==> src/rtl/mbus_pkg.sv <==
package mbus_pkg;

  localparam logic [2:0] K_MWR   = 3'b001;
  localparam logic [2:0] K_MRD   = 3'b010;
  localparam logic [2:0] K_FETCH = 3'b011;
  localparam logic [2:0] K_IOWR  = 3'b101;
  localparam logic [2:0] K_IORD  = 3'b110;
  localparam logic [2:0] K_ACK   = 3'b111;

  typedef enum logic [3:0] {
    ST_IDLE, ST_T1, ST_T2, ST_TW, ST_T3, ST_T4, ST_T5, ST_T6, ST_HOLD, ST_HALT
  } tstate_e;

  function automatic logic k_reads(input logic [2:0] k);
    return (k == K_FETCH) || (k == K_MRD) || (k == K_IORD);
  endfunction

  function automatic logic k_writes(input logic [2:0] k);
    return (k == K_MWR) || (k == K_IOWR);
  endfunction

  function automatic logic k_port(input logic [2:0] k);
    return (k == K_IORD) || (k == K_IOWR);
  endfunction

endpackage

==> src/rtl/mbus_fsm.sv <==
module mbus_fsm
  import mbus_pkg::*;
#(
  parameter int DATA_W = 8,
  localparam int ADDR_W = 2 * DATA_W
) (
  input  logic              clk,
  input  logic              rst_n,
  input  logic              req_valid,
  output logic              req_ready,
  input  logic [2:0]        req_kind,
  input  logic [ADDR_W-1:0] req_addr,
  input  logic [DATA_W-1:0] req_wdata,
  input  logic              req_long,
  input  logic              req_no_ale,
  input  logic              bus_ready,
  input  logic              hold_req,
  input  logic              halt_req,
  input  logic [DATA_W-1:0] ad_in,
  output tstate_e           st,
  output logic [2:0]        cur_kind,
  output logic [ADDR_W-1:0] cur_addr,
  output logic [DATA_W-1:0] cur_wdata,
  output logic              cur_no_ale,
  output logic              rsp_valid,
  output logic [DATA_W-1:0] rsp_data
);

  tstate_e st_nx;
  logic    cur_long;
  logic    accept;

  assign req_ready = (st == ST_IDLE) && !hold_req && !halt_req;
  assign accept    = req_valid && req_ready;

  always_comb begin
    st_nx = st;
    case (st)
      ST_IDLE: begin
        if (hold_req)       st_nx = ST_HOLD;
        else if (halt_req)  st_nx = ST_HALT;
        else if (req_valid) st_nx = ST_T1;
      end
      ST_T1:        st_nx = ST_T2;
      ST_T2, ST_TW: st_nx = bus_ready ? ST_T3 : ST_TW;
      ST_T3:        st_nx = (cur_kind == K_FETCH) ? ST_T4 : ST_IDLE;
      ST_T4:        st_nx = cur_long ? ST_T5 : ST_IDLE;
      ST_T5:        st_nx = ST_T6;
      ST_T6:        st_nx = ST_IDLE;
      ST_HOLD:      if (!hold_req) st_nx = ST_IDLE;
      ST_HALT:      if (!halt_req) st_nx = ST_IDLE;
      default:      st_nx = ST_IDLE;
    endcase
  end

  always_ff @(posedge clk or negedge rst_n) begin
    if (!rst_n) begin
      st         <= ST_IDLE;
      cur_kind   <= '0;
      cur_addr   <= '0;
      cur_wdata  <= '0;
      cur_long   <= 1'b0;
      cur_no_ale <= 1'b0;
      rsp_valid  <= 1'b0;
      rsp_data   <= '0;
    end else begin
      st        <= st_nx;
      rsp_valid <= (st == ST_T3);
      if (accept) begin
        cur_kind   <= req_kind;
        cur_addr   <= req_addr;
        cur_wdata  <= req_wdata;
        cur_long   <= req_long;
        cur_no_ale <= req_no_ale;
      end
      if (st == ST_T3 && (k_reads(cur_kind) || cur_kind == K_ACK))
        rsp_data <= ad_in;
    end
  end

  p_accept_r12: assert property (@(posedge clk) disable iff (!rst_n)
    accept |=> st == ST_T1);
  p_wait_enter_r7: assert property (@(posedge clk) disable iff (!rst_n)
    (st == ST_T2 && !bus_ready) |=> st == ST_TW);
  p_wait_leave_r7: assert property (@(posedge clk) disable iff (!rst_n)
    ((st == ST_T2 || st == ST_TW) && bus_ready) |=> st == ST_T3);
  p_done_pulse_r8: assert property (@(posedge clk) disable iff (!rst_n)
    (st == ST_T3) |=> rsp_valid && !$past(rsp_valid));
  p_short_fetch_r4: assert property (@(posedge clk) disable iff (!rst_n)
    (st == ST_T4 && !cur_long) |=> st == ST_IDLE);
  p_hold_entry_r10: assert property (@(posedge clk) disable iff (!rst_n)
    (st == ST_IDLE && hold_req) |=> st == ST_HOLD);

endmodule

==> src/rtl/mbus_pins.sv <==
module mbus_pins
  import mbus_pkg::*;
#(
  parameter int DATA_W = 8,
  localparam int ADDR_W = 2 * DATA_W
) (
  input  logic              clk,
  input  logic              rst_n,
  input  tstate_e           st,
  input  logic [2:0]        kind,
  input  logic [ADDR_W-1:0] addr,
  input  logic [DATA_W-1:0] wdata,
  input  logic              no_ale,
  output logic [DATA_W-1:0] addr_hi,
  output logic              addr_hi_oe,
  output logic [DATA_W-1:0] ad_out,
  output logic              ad_oe,
  output logic              ale,
  output logic              rd_n,
  output logic              wr_n,
  output logic              inta_n,
  output logic              strobe_oe,
  output logic              io_m,
  output logic              io_m_oe,
  output logic [1:0]        sta
);

  logic in_cycle, data_ph;

  assign in_cycle = (st == ST_T1) || (st == ST_T2) || (st == ST_TW) || (st == ST_T3) ||
                    (st == ST_T4) || (st == ST_T5) || (st == ST_T6);
  assign data_ph  = (st == ST_T2) || (st == ST_TW) || (st == ST_T3);

  always_comb begin
    addr_hi    = '0;
    addr_hi_oe = 1'b0;
    ad_out     = '0;
    ad_oe      = 1'b0;
    ale        = 1'b0;
    rd_n       = 1'b1;
    wr_n       = 1'b1;
    inta_n     = 1'b1;
    strobe_oe  = !((st == ST_HOLD) || (st == ST_HALT));
    io_m       = 1'b0;
    io_m_oe    = 1'b0;
    sta        = 2'b00;
    if (in_cycle) begin
      io_m       = kind[2];
      sta        = kind[1:0];
      io_m_oe    = 1'b1;
      addr_hi_oe = 1'b1;
      addr_hi    = k_port(kind) ? addr[DATA_W-1:0] : addr[ADDR_W-1:DATA_W];
    end
    if (st == ST_T1) begin
      ale    = !no_ale;
      ad_oe  = 1'b1;
      ad_out = addr[DATA_W-1:0];
    end
    if (data_ph) begin
      rd_n   = !k_reads(kind);
      wr_n   = !k_writes(kind);
      inta_n = !(kind == K_ACK);
      ad_oe  = k_writes(kind);
      ad_out = wdata;
    end
  end

  p_ale_addr_r2: assert property (@(posedge clk) disable iff (!rst_n)
    ale |-> ad_oe && addr_hi_oe && io_m_oe);
  p_one_strobe_r6: assert property (@(posedge clk) disable iff (!rst_n)
    $countones({~rd_n, ~wr_n, ~inta_n}) <= 1);
  p_read_float_r6: assert property (@(posedge clk) disable iff (!rst_n)
    (!rd_n || !inta_n) |-> !ad_oe);

endmodule

==> src/rtl/mbus_seq.sv <==
module mbus_seq
  import mbus_pkg::*;
#(
  parameter int DATA_W = 8,
  localparam int ADDR_W = 2 * DATA_W
) (
  input  logic              clk,
  input  logic              rst_n,
  input  logic              req_valid,
  output logic              req_ready,
  input  logic [2:0]        req_kind,
  input  logic [ADDR_W-1:0] req_addr,
  input  logic [DATA_W-1:0] req_wdata,
  input  logic              req_long,
  input  logic              req_no_ale,
  output logic              rsp_valid,
  output logic [DATA_W-1:0] rsp_data,
  input  logic              bus_ready,
  input  logic              hold_req,
  input  logic              halt_req,
  output logic              hold_ack,
  output logic [DATA_W-1:0] addr_hi,
  output logic              addr_hi_oe,
  output logic [DATA_W-1:0] ad_out,
  output logic              ad_oe,
  input  logic [DATA_W-1:0] ad_in,
  output logic              ale,
  output logic              rd_n,
  output logic              wr_n,
  output logic              inta_n,
  output logic              strobe_oe,
  output logic              io_m,
  output logic              io_m_oe,
  output logic [1:0]        sta
);

  tstate_e           st;
  logic [2:0]        cur_kind;
  logic [ADDR_W-1:0] cur_addr;
  logic [DATA_W-1:0] cur_wdata;
  logic              cur_no_ale;

  mbus_fsm #(.DATA_W(DATA_W)) u_fsm (
    .clk(clk), .rst_n(rst_n),
    .req_valid(req_valid), .req_ready(req_ready),
    .req_kind(req_kind), .req_addr(req_addr), .req_wdata(req_wdata),
    .req_long(req_long), .req_no_ale(req_no_ale),
    .bus_ready(bus_ready), .hold_req(hold_req), .halt_req(halt_req),
    .ad_in(ad_in), .st(st),
    .cur_kind(cur_kind), .cur_addr(cur_addr), .cur_wdata(cur_wdata),
    .cur_no_ale(cur_no_ale),
    .rsp_valid(rsp_valid), .rsp_data(rsp_data)
  );

  mbus_pins #(.DATA_W(DATA_W)) u_pins (
    .clk(clk), .rst_n(rst_n), .st(st),
    .kind(cur_kind), .addr(cur_addr), .wdata(cur_wdata), .no_ale(cur_no_ale),
    .addr_hi(addr_hi), .addr_hi_oe(addr_hi_oe),
    .ad_out(ad_out), .ad_oe(ad_oe), .ale(ale),
    .rd_n(rd_n), .wr_n(wr_n), .inta_n(inta_n), .strobe_oe(strobe_oe),
    .io_m(io_m), .io_m_oe(io_m_oe), .sta(sta)
  );

  assign hold_ack = (st == ST_HOLD);

  p_hold_float_r10: assert property (@(posedge clk) disable iff (!rst_n)
    hold_ack |-> !(io_m_oe || addr_hi_oe || ad_oe || strobe_oe || ale));
  p_halt_code_r11: assert property (@(posedge clk) disable iff (!rst_n)
    (st == ST_HALT) |-> (sta == 2'b00) && !io_m_oe && !ad_oe && !ale);
  p_status_held_r1: assert property (@(posedge clk) disable iff (!rst_n)
    (io_m_oe && st != ST_T1) |-> $stable({io_m, sta}));

endmodule

==> config.mk <==
export PLATFORM = sky130hd
export DESIGN_NAME = mbus_seq
export DESIGN_NICKNAME = d
export VERILOG_FILES = /design/src/rtl/mbus_pkg.sv /design/src/rtl/mbus_fsm.sv /design/src/rtl/mbus_pins.sv /design/src/rtl/mbus_seq.sv
export SDC_FILE = /design/constraint.sdc
export NUM_CORES = 1
export LEC_CHECK = 0
export ABC_AREA = 1
export BUFFER_PORTS_ARGS = -buffer_cell sky130_fd_sc_hd__buf_4
export CAP_MARGIN = 20
export CORE_MARGIN = 4
export CORE_UTILIZATION = 24
export DETAILED_ROUTE_END_ITERATION = 6
export GPL_TIMING_DRIVEN = 1
export SKIP_LAST_GASP = 1
export SLEW_MARGIN = 20
export SYNTH_ARGS = -nofsm -noshare
export SYNTH_HDL_FRONTEND = slang
export SYNTH_HIERARCHICAL = 1
export SYNTH_SLANG_ARGS = --single-unit
==> constraint.sdc <==
create_clock -name clk -period 5.1 [get_ports clk]
set_clock_uncertainty 0.15 [all_clocks]
set_input_delay 1.02 -clock clk [delete_from_list [all_inputs] [get_ports clk]]
set_output_delay 1.02 -clock clk [all_outputs]
set_load 0.01 [all_outputs]
==> flow_summary.json, run 1 <==
{
  "post_cts_buffers": 0,
  "worstSetupStartpointType": "primary input",
  "dieArea_sq_um": 11000,
  "ctsResizeCount": 0,
  "p_per_area_nw_per_um2": 538,
  "ys_types": 20,
  "synthesis.instances": 312,
  "overflow": 0,
  "numCtsBuffers": 5,
  "comb_power_share": 0.464,
  "syn_area_sq_um": 2260,
  "wl_per_cell_microns": 13.2,
  "yosysSeqAreaShare": 0.464,
  "path_class": "in2out",
  "cts_tree": "built",
  "dp_hpwl_mm": 4.88,
  "p_leak_nw": 1.66,
  "finalNetCount": 428,
  "pwr-share-seq": 0.378,
  "path_max_fanout": 14,
  "placed_area_sq_um": 2910,
  "rsz0062_at_grt": "false",
  "num-fill-cells": 1017,
  "worstMarginPinSlew_ns": 0.969,
  "h-tree-depth": 2,
  "switching_power_w": 0.000684,
  "report.power.total_w": 0.00163,
  "ant_nets": 0,
  "port_buffers": 80,
  "finalHoldViolations": 0,
  "p_clk_frac": 0.158,
  "setup_violations": 0,
  "via_count": 2206,
  "crit_arrival_ns": 2.00,
  "post-route-drc-count": 0,
  "cp-end-kind": "primary output",
  "drive_gt1_frac": 0.256,
  "clock_latency_ns": 0.29,
  "drv_cap": 0,
  "n_antenna_cell": 0,
  "core_area_sq_um": 9200,
  "clockBufferDepth": 2,
  "required_ns": 3.93,
  "boundaryPins": 81,
  "finalCritPeriodShare": 0.621,
  "gp_congestion": 0.776,
  "swShare": 0.421,
  "die-height_microns": 105,
  "clock-sinks": 42,
  "antenna_found_initial": 0,
  "status": "finished clean",
  "internal_power_w": 0.000942,
  "finalCriticalPeriod_ns": 3.17,
  "ys_ff_latch": 42,
  "grtUsageTotal": 0.123,
  "wirelength_mm": 6.58,
  "yosys_warnings": 6,
  "clkTransAtPathRegs_ns": 0.08,
  "tns_ns": 0,
  "drt-pass1-iter-count": 4,
  "grt_pass1_wl_mm": 11.0,
  "initial_core_util": 0.246,
  "die_w_microns": 105,
  "setup_slack_ns": 1.93,
  "worstHoldPathType": "reg2reg",
  "hold_buffers": 0,
  "grt_pass1_vias": 2189,
  "max_freq_mhz": 316,
  "syn_nets": 355,
  "grt_max_degree": 43,
  "dpl_worst_slack_ns": 1.92,
  "vias_per_cell": 4.44,
  "slew_violations": 0,
  "placementRows": 35,
  "final_area_sq_um": 3020,
  "first_iter_violations": 142,
  "cts_root_buffer": "clkbuf_8",
  "avgSynthCellArea_sq_um": 7.25,
  "r2r_slack_ns": 2.42,
  "ir_drop_mv": 0.162,
  "syn2layout_area_growth_pct": 33.4,
  "slew_headroom": 0.352
}
stage by stage:
stage | std cells | utilization | hold WS (ns)
2_1_floorplan | 312 | - | 0.292
3_3_place_gp | 489 | 0.317 | 0.308
3_5_place_dp | 489 | 0.317 | 0.309
4_1_cts | 497 | 0.328 | 0.329
5_1_grt | 497 | 0.328 | 0.344
6_report | 497 | 0.328 | 0.324
state kept, by name, indices dropped and copies added, names as in the netlist:
signal            flops
u_fsm/cur_addr       16
u_fsm/cur_wdata       8
u_fsm/rsp_data        8
u_fsm/st              4
u_fsm/cur_kind        3
u_fsm/cur_long        1
u_fsm/cur_no_ale      1
u_fsm/rsp_valid       1
cell usage after synthesis (all sizes together):
cell type	number	area (sq um)
nand3b	1	7.51
o21a	1	7.51
o21ai	2	10.0
a21oi	9	56.3
nand4	1	6.26
clkbuf	4	15.0
nor2	25	109
nand3	58	325
dfrtp	42	1050
inv	28	105
buf	11	82.6
nand2	130	488
critical path: stages:
cell and delay (ns):
buf_4 0.12, nand3b_1 0.18, nor2_2 0.45, buf_4 0.22
power groups by stage:
| stage | clock network, W | registers, W | logic (W) |
|---|---|---|---|
| 4_1_cts | 0.000266 | 0.000615 | 0.000768 |
| 3_5_place_dp | 0 | 0.000619 | 0.000766 |
| 6_report | 0.000257 | 0.000614 | 0.000755 |
| 3_3_place_gp | 0 | 0.000617 | 0.000752 |
| 2_1_floorplan | 0 | 0.000592 | 0.000476 |
| 5_1_grt | 0.000277 | 0.000641 | 0.000867 |
cell type report:
| cell class | instances | area (sq um) | share of cell area |
|---|---|---|---|
| Sequential cell | 42 | 1050 | 0.348 |
| Multi-Input combinational cell | 227 | 1010 | 0.334 |
| Timing Repair Buffer | 81 | 608 | 0.201 |
| Tap cell | 111 | 139 | 0.0460 |
| Inverter | 28 | 105 | 0.0348 |
| Clock buffer | 7 | 76.3 | 0.0253 |
| Clock inverter | 1 | 30.0 | 0.00995 |
routing by layer:
layer  share of wire  GRT usage  vias up  routed length, microns
li1                -          -     1118                       -
met1            0.45      0.158     1033                    2960
met2            0.49      0.207       48                    3230
met3           0.043     0.0259        7                     285
met4           0.016     0.0384        0                     104
met5               0          0        -                       0
path summary, 6_finish.rpt:
check                                   from                  to  cells past startpoint
max in group asynchronous              rst_n   u_fsm/cur_addr[7]                      1
setup reg to reg                 u_fsm/st[3]  u_fsm/cur_addr[11]                      6
min in group asynchronous              rst_n   u_fsm/rsp_data[7]                      1
hold / removal             u_fsm/rsp_data[1]   u_fsm/rsp_data[1]                      2
setup / recovery                    hold_req           req_ready                      4
hold reg to reg            u_fsm/rsp_data[1]   u_fsm/rsp_data[1]                      2
cells in the final DEF, fill, tap and decap left out:
cell / n
nor2_2: 3
a21oi_4: 1
nand2_1: 130
bufinv_16: 1
o21a_1: 1
clkbuf_8: 5
nand4_1: 1
a21oi_1: 8
inv_1: 25
buf_4: 81
nor2_1: 21
inv_2: 3
nor2_4: 1
dfrtp_1: 42
nand3_2: 2
o21ai_0: 2
nand3_1: 54
nand3b_1: 1
clkbuf_1: 2
nand3_4: 2
cells by family after synthesis:
logic type      Yosys count  share of synthesized area
flops                    42                      0.464
simple gates            215                      0.413
compound gates           12                     0.0326
buf+inv                  43                     0.0896
Power figures use the tool's default switching activity.
==> run 2: changes to the inputs <==
Settings changed: ABC_AREA 1 to 0.
Clock period 5.1 ns to 2.91 ns, I/O delays scaled along.
==> run 2 against run 1 <==
Clock power rose by 44%. Flip-flop and latch count stayed put. Synthesized area decreased by 5.6%. Sequential share of layout area up 1.2 points. Wire length down 15%. First-iteration DRC count fell by 49%. Largest power group unchanged. Count of clock-buffer cells in the layout decreased by 1. Worst setup slack worse by 1.7 ns. Final cell count down 26%. Highest routed layer unchanged. Sequential power increased by 87%. Synthesized cell count is 43% lower.
==> flow_summary.json, run 2 <==
{
  "drt-pass1-iter-count": 4,
  "synth_edf_count": 0,
  "report.power.total_w": 0.00284,
  "path_max_fanout": 16,
  "r2r-start": "u_fsm/st[0]",
  "slowest_stage": "dfrtp_1",
  "antenna_found_initial": 0,
  "port_buffers": 80,
  "placed_area_sq_um": 2830,
  "rsz0062_at_grt": "false",
  "postSynth.asyncResetShare": 1.00,
  "die-height_microns": 102,
  "holdWs_ns": 0.114,
  "required_ns": 2.18,
  "setup_violations": 0,
  "clock_latency_ns": 0.29,
  "placementRows": 34,
  "cts_root_buffer": "clkbuf_8",
  "synthesis.instances": 179,
  "worstMarginPinSlew_ns": 0.540,
  "grtUsageTotal": 0.106,
  "synthTopCellsByArea": "dfrtp_1, mux2_2, mux2_4",
  "drive_gt1_frac": 0.552,
  "gp_congestion": 0.787,
  "worstHoldPathType": "in2async",
  "p_per_area_nw_per_um2": 975,
  "wl_per_cell_microns": 15.2,
  "overflow": 0,
  "use_met2": 0.170,
  "post_cts_buffers": 0,
  "first_iter_violations": 73,
  "ctsResizeCount": 0,
  "cpPeakStageDelay_ns": 0.65,
  "numCtsBuffers": 5,
  "wirelength_mm": 5.58,
  "ys_ff_latch": 42,
  "synth_top_area_share": 0.492,
  "finalNetCount": 301,
  "synthFlopType": "dfrtp_1",
  "final_cell_mix": "buf_4, dfrtp_1, mux2_2",
  "path_class": "reg2out",
  "synth_most_common_cell": "dfrtp_1",
  "synthTopCellsByCount": "dfrtp_1, mux2_2, a21oi_1, mux2_4, nand3_1",
  "yosys.area_share.simple": 0.123,
  "initial_core_util": 0.246,
  "grt_use_met3": 0.0253,
  "top_usage_layer": "met2",
  "clkTransAtPathRegs_ns": 0.08,
  "slew_violations": 0,
  "startpoint": "u_fsm/st[2]",
  "slew_headroom": 0.640,
  "synth_top_area_cell": "dfrtp_1",
  "drv_cap": 0,
  "die_w_microns": 102,
  "post-route-drc-count": 0,
  "via_count": 1667,
  "vias_per_cell": 4.54,
  "finalCritPeriodShare": 0.937,
  "crit_arrival_ns": 2.00,
  "largest_reg_flops": 16,
  "synth_adder_area_share": 0,
  "clock-sinks": 42,
  "final_common_cell": "buf_4",
  "reg_top3": "u_fsm/cur_addr x16, u_fsm/cur_wdata x8, u_fsm/rsp_data x8",
  "dp_hpwl_mm": 4.20,
  "largest-register": "u_fsm/cur_addr",
  "ys_types": 38,
  "core_area_sq_um": 8680,
  "grt_use_met1": 0.145,
  "h-tree-depth": 2,
  "cp-end-kind": "primary output",
  "boundaryPins": 81,
  "worstSetupStartpointType": "flop",
  "synth_top_family_by_area": "multiplexers",
  "yosys.area_share.xor_xnor": 0.0123,
  "ant_nets": 0,
  "num-fill-cells": 931,
  "dieArea_sq_um": 10500,
  "cp_cell_sequence": "or3b_1 -> a21oi_2 -> buf_4 -> a31o_1 -> buf_4",
  "clockBufferDepth": 2,
  "finalCriticalPeriod_ns": 2.73,
  "synth_mux_area_frac": 0.213,
  "yosys_warnings": 6,
  "ir_drop_mv": 0.353,
  "synth-compound-area-share": 0.115,
  "n_antenna_cell": 0,
  "grt_pass1_vias": 1687,
  "yosysSeqAreaShare": 0.492,
  "p_leak_nw": 1.38,
  "status": "finished clean",
  "syn_area_sq_um": 2140,
  "cpMostUsedCell": "buf_4",
  "finalHoldViolations": 0,
  "syn_nets": 222,
  "cts_tree": "built",
  "grt_max_degree": 43,
  "hold_buffers": 0,
  "tns_ns": 0,
  "syn2layout_area_growth_pct": 36.4,
  "grt_pass1_wl_mm": 8.62,
  "max_freq_mhz": 367,
  "avgSynthCellArea_sq_um": 11.9,
  "final_area_sq_um": 2920
}
==> run 2: cell types whose count changed in the layout (fill, tap and decap cells not counted), sizes merged, moves of 3 or more <==
| cell | previous run | this run |
|---|---|---|
| a21oi | 9 | 13 |
| a22o | 0 | 8 |
| buf | 81 | 84 |
| inv | 28 | 6 |
| mux2 | 0 | 37 |
| nand2 | 130 | 6 |
| nand3 | 58 | 10 |
| nor2 | 25 | 6 |
| nor2b | 0 | 3 |
| nor3 | 0 | 4 |
| nor4b | 0 | 3 |
| o21ai | 2 | 9 |
==> run 2: where the power goes <==
part | switching (W) | total, W | leakage [nW] | internal, W
combinational | 0.000579 | 0.00132 | 0.824 | 0.000744
clock | 0.000202 | 0.000371 | 0.0452 | 0.000169
sequential | 0.000288 | 0.00115 | 0.511 | 0.000860
total | 0.00107 | 0.00284 | 1.38 | 0.00177
==> run 2: cell type report <==
type	count	area, sq um	area share
clock buffers	6	72.6	0.0249
clock inverters	2	13.8	0.00472
inverters	6	22.5	0.00773
multi-input cells	119	990	0.339
flip-flops and latches	42	1050	0.361
well taps	108	135	0.0464
repair buffers	84	631	0.216
==> run 2: routing by layer <==
layer	part of all wire	routed length [microns]	vias to the layer above
met5	0	0	-
met4	0.0082	46	0
met1	0.46	2590	813
met3	0.044	246	4
li1	-	-	807
met2	0.48	2690	43
==> run 2: worst paths after layout <==
| path | end | slack [ns] | depth (start not counted) |
|---|---|---|---|
| worst max register to register | u_fsm/cur_addr[15] | 0.66 | 6 |
| min in group clk | u_fsm/cur_no_ale | 0.36 | 1 |
| worst min-delay path | u_fsm/cur_addr[11] | 0.11 | 1 |
| worst min register to register | u_fsm/cur_no_ale | 0.36 | 1 |
| max in group asynchronous | u_fsm/rsp_data[4] | 2.11 | 1 |
| worst max-delay path | ad_oe | 0.18 | 5 |
==> run 2: logic make-up after synthesis <==
family	count (synthesis)
compound gates	36
flops	42
simple gates	43
xor+xnor	3
buf+inv	18
mux	37
==> run 2: worst max-delay path, delay by kind of cell (launching register included) <==
family                 cells  cell delay (ns)
AO/OA/AOI/OAI              2             0.32
flip-flops                 1             0.65
buffers and inverters      2             0.33
AND/OR/NAND/NOR            1             0.41
==> run 2: stage by stage <==
stage,cells,worst slack (ns),util
floorplan,179,0.614,-
global placement,359,0.534,0.326
detailed placement,359,0.498,0.326
CTS,367,0.167,0.336
global route,367,0.0774,0.336
finish,367,0.182,0.336
==> run 3: changes to the inputs <==
Settings changed: ABC_AREA 0 to default.
Clock period 2.91 ns to 3.1 ns, I/O delays scaled along.
==> run 3 against run 2 <==
Global-route usage fell by 0.052 points. Via count fell by 1.7%. Total power fell by 6.0%. Combinational power fell by 6%. Count of clock-buffer cells in the layout did not move. Cell area did not move. Clock power fell by 5.7%. First-iteration DRC count fell by 25%. Final cell count did not move. Critical path depth did not move. Critical path type unchanged. Wire length rose by 0.48%. Worst setup slack improved by 0.15 ns.
==> flow_summary.json, run 3 (synthesized netlist as in run 2, its figures left out) <==
{
  "dp_hpwl_mm": 4.20,
  "path_max_fanout": 16,
  "tns_ns": 0,
  "r2r-end": "u_fsm/cur_wdata[7]",
  "required_ns": 2.33,
  "slew_headroom": 0.641,
  "largest-register": "u_fsm/cur_addr",
  "vias_per_cell": 4.46,
  "ff2ff_path_depth": 6,
  "ant_nets": 0,
  "cts_root_buffer": "clkbuf_8",
  "post_cts_buffers": 0,
  "path_class": "reg2out",
  "drt-pass1-iter-count": 4,
  "clock_latency_ns": 0.29,
  "via_count": 1638,
  "grt_pass1_wl_mm": 8.55,
  "finalNetCount": 301,
  "clkTransAtPathRegs_ns": 0.08,
  "worstSetupStartpointType": "flop",
  "clock-sinks": 42,
  "antenna_found_initial": 0,
  "r2r-start": "u_fsm/st[0]",
  "cts_tree": "built",
  "p_per_area_nw_per_um2": 916,
  "critPathTopFamily": "flip-flops",
  "rsz0062_at_grt": "false",
  "final_common_cell": "buf_4",
  "finalHoldViolations": 0,
  "gp_congestion": 0.787,
  "h-tree-depth": 2,
  "wirelength_mm": 5.61,
  "top_usage_layer": "met2",
  "drive_gt1_frac": 0.552,
  "p_leak_nw": 1.38,
  "final_cell_mix": "buf_4, dfrtp_1, mux2_2",
  "finalCritPeriodShare": 0.893,
  "place_inst": 359,
  "max_freq_mhz": 361,
  "core_area_sq_um": 8680,
  "final_area_sq_um": 2920,
  "worstMarginPinSlew_ns": 0.539,
  "holdWs_ns": 0.156,
  "finalCriticalPeriod_ns": 2.77,
  "wl_per_cell_microns": 15.3,
  "cp_cell_sequence": "or3b_1 -> a21oi_2 -> buf_4 -> a31o_1 -> buf_4",
  "dieArea_sq_um": 10500,
  "worstHoldPathType": "in2async",
  "grt_pass1_vias": 1639,
  "status": "finished clean",
  "hold_buffers": 0,
  "ctsResizeCount": 0,
  "cpPeakStageDelay_ns": 0.65,
  "slowest_stage": "dfrtp_1",
  "grtUsageTotal": 0.106,
  "numCtsBuffers": 5,
  "n_antenna_cell": 0,
  "die-height_microns": 102,
  "finalNonFillerCells": 367,
  "ir_drop_mv": 0.345,
  "clockBufferDepth": 2,
  "drv_cap": 0,
  "first_iter_violations": 55,
  "placementRows": 34,
  "largest_reg_flops": 16,
  "crit_arrival_ns": 2.00,
  "post-route-drc-count": 0,
  "boundaryPins": 81,
  "crit_buf_inv": 2,
  "placed_area_sq_um": 2830,
  "syn2layout_area_growth_pct": 36.4,
  "cp-end-kind": "primary output",
  "port_buffers": 80,
  "grt_max_degree": 43,
  "die_w_microns": 102,
  "slew_violations": 0,
  "r2r_slack_ns": 0.84,
  "reg_top3": "u_fsm/cur_addr x16, u_fsm/cur_wdata x8, u_fsm/rsp_data x8",
  "use_met2": 0.168,
  "overflow": 0,
  "cpMostUsedCell": "buf_4",
  "initial_core_util": 0.246,
  "grt_use_met1": 0.147,
  "grt_use_met3": 0.0218,
  "setup_violations": 0
}
## run 3: cell counts in the layout (fill, tap and decap cells not counted)
Identical to the previous run, type by type.
## run 3: cell type report
cell class,count,area [sq um]
clock inverters,2,13.8
inverters,6,22.5
repair buffers,84,631
well taps,108,135
clock buffers,6,72.6
multi-input cells,119,990
fillers,918,5760
flip-flops and latches,42,1050
## run 3: worst register-to-register path, cell delays in order (launching register included)
cell and delay (ns):
dfrtp_1 0.46, buf_4 0.21, or4_1 0.49, nor3_2 0.15
nand2_1 0.07, buf_4 0.26, mux2_4 0.35
## run 3: metrics by stage
step	utilization	setup slack [ns]	power [W]
3_5_place_dp	0.326	0.656	0.00234
2_1_floorplan	-	0.766	0.00181
6_report	0.336	0.333	0.00267
3_3_place_gp	0.326	0.686	0.00231
4_1_cts	0.336	0.328	0.00270
5_1_grt	0.336	0.234	0.00287
## run 3: where the power goes
group	total, W	switching (W)	internal, W
Sequential	0.00108	0.000272	0.000808
Combinational	0.00124	0.000543	0.000698
Clock	0.000350	0.000191	0.000159
## run 3: worst max path at each step
stage / from / to / cells after the start
6_report: u_fsm/st[2] / ad_oe / 5
4_1_cts: u_fsm/st[2] / ad_oe / 5
3_3_place_gp: u_fsm/st[2] / ad_oe / 5
2_1_floorplan: halt_req / u_fsm/cur_addr[10] / 6
3_5_place_dp: u_fsm/st[2] / ad_oe / 5
5_1_grt: u_fsm/st[2] / ad_oe / 5
## run 3: metal layers
layer | vias up | wire length, microns
li1 | 805 | -
met1 | 791 | 2640
met2 | 40 | 2690
met3 | 2 | 247
met4 | 0 | 29
met5 | - | 0
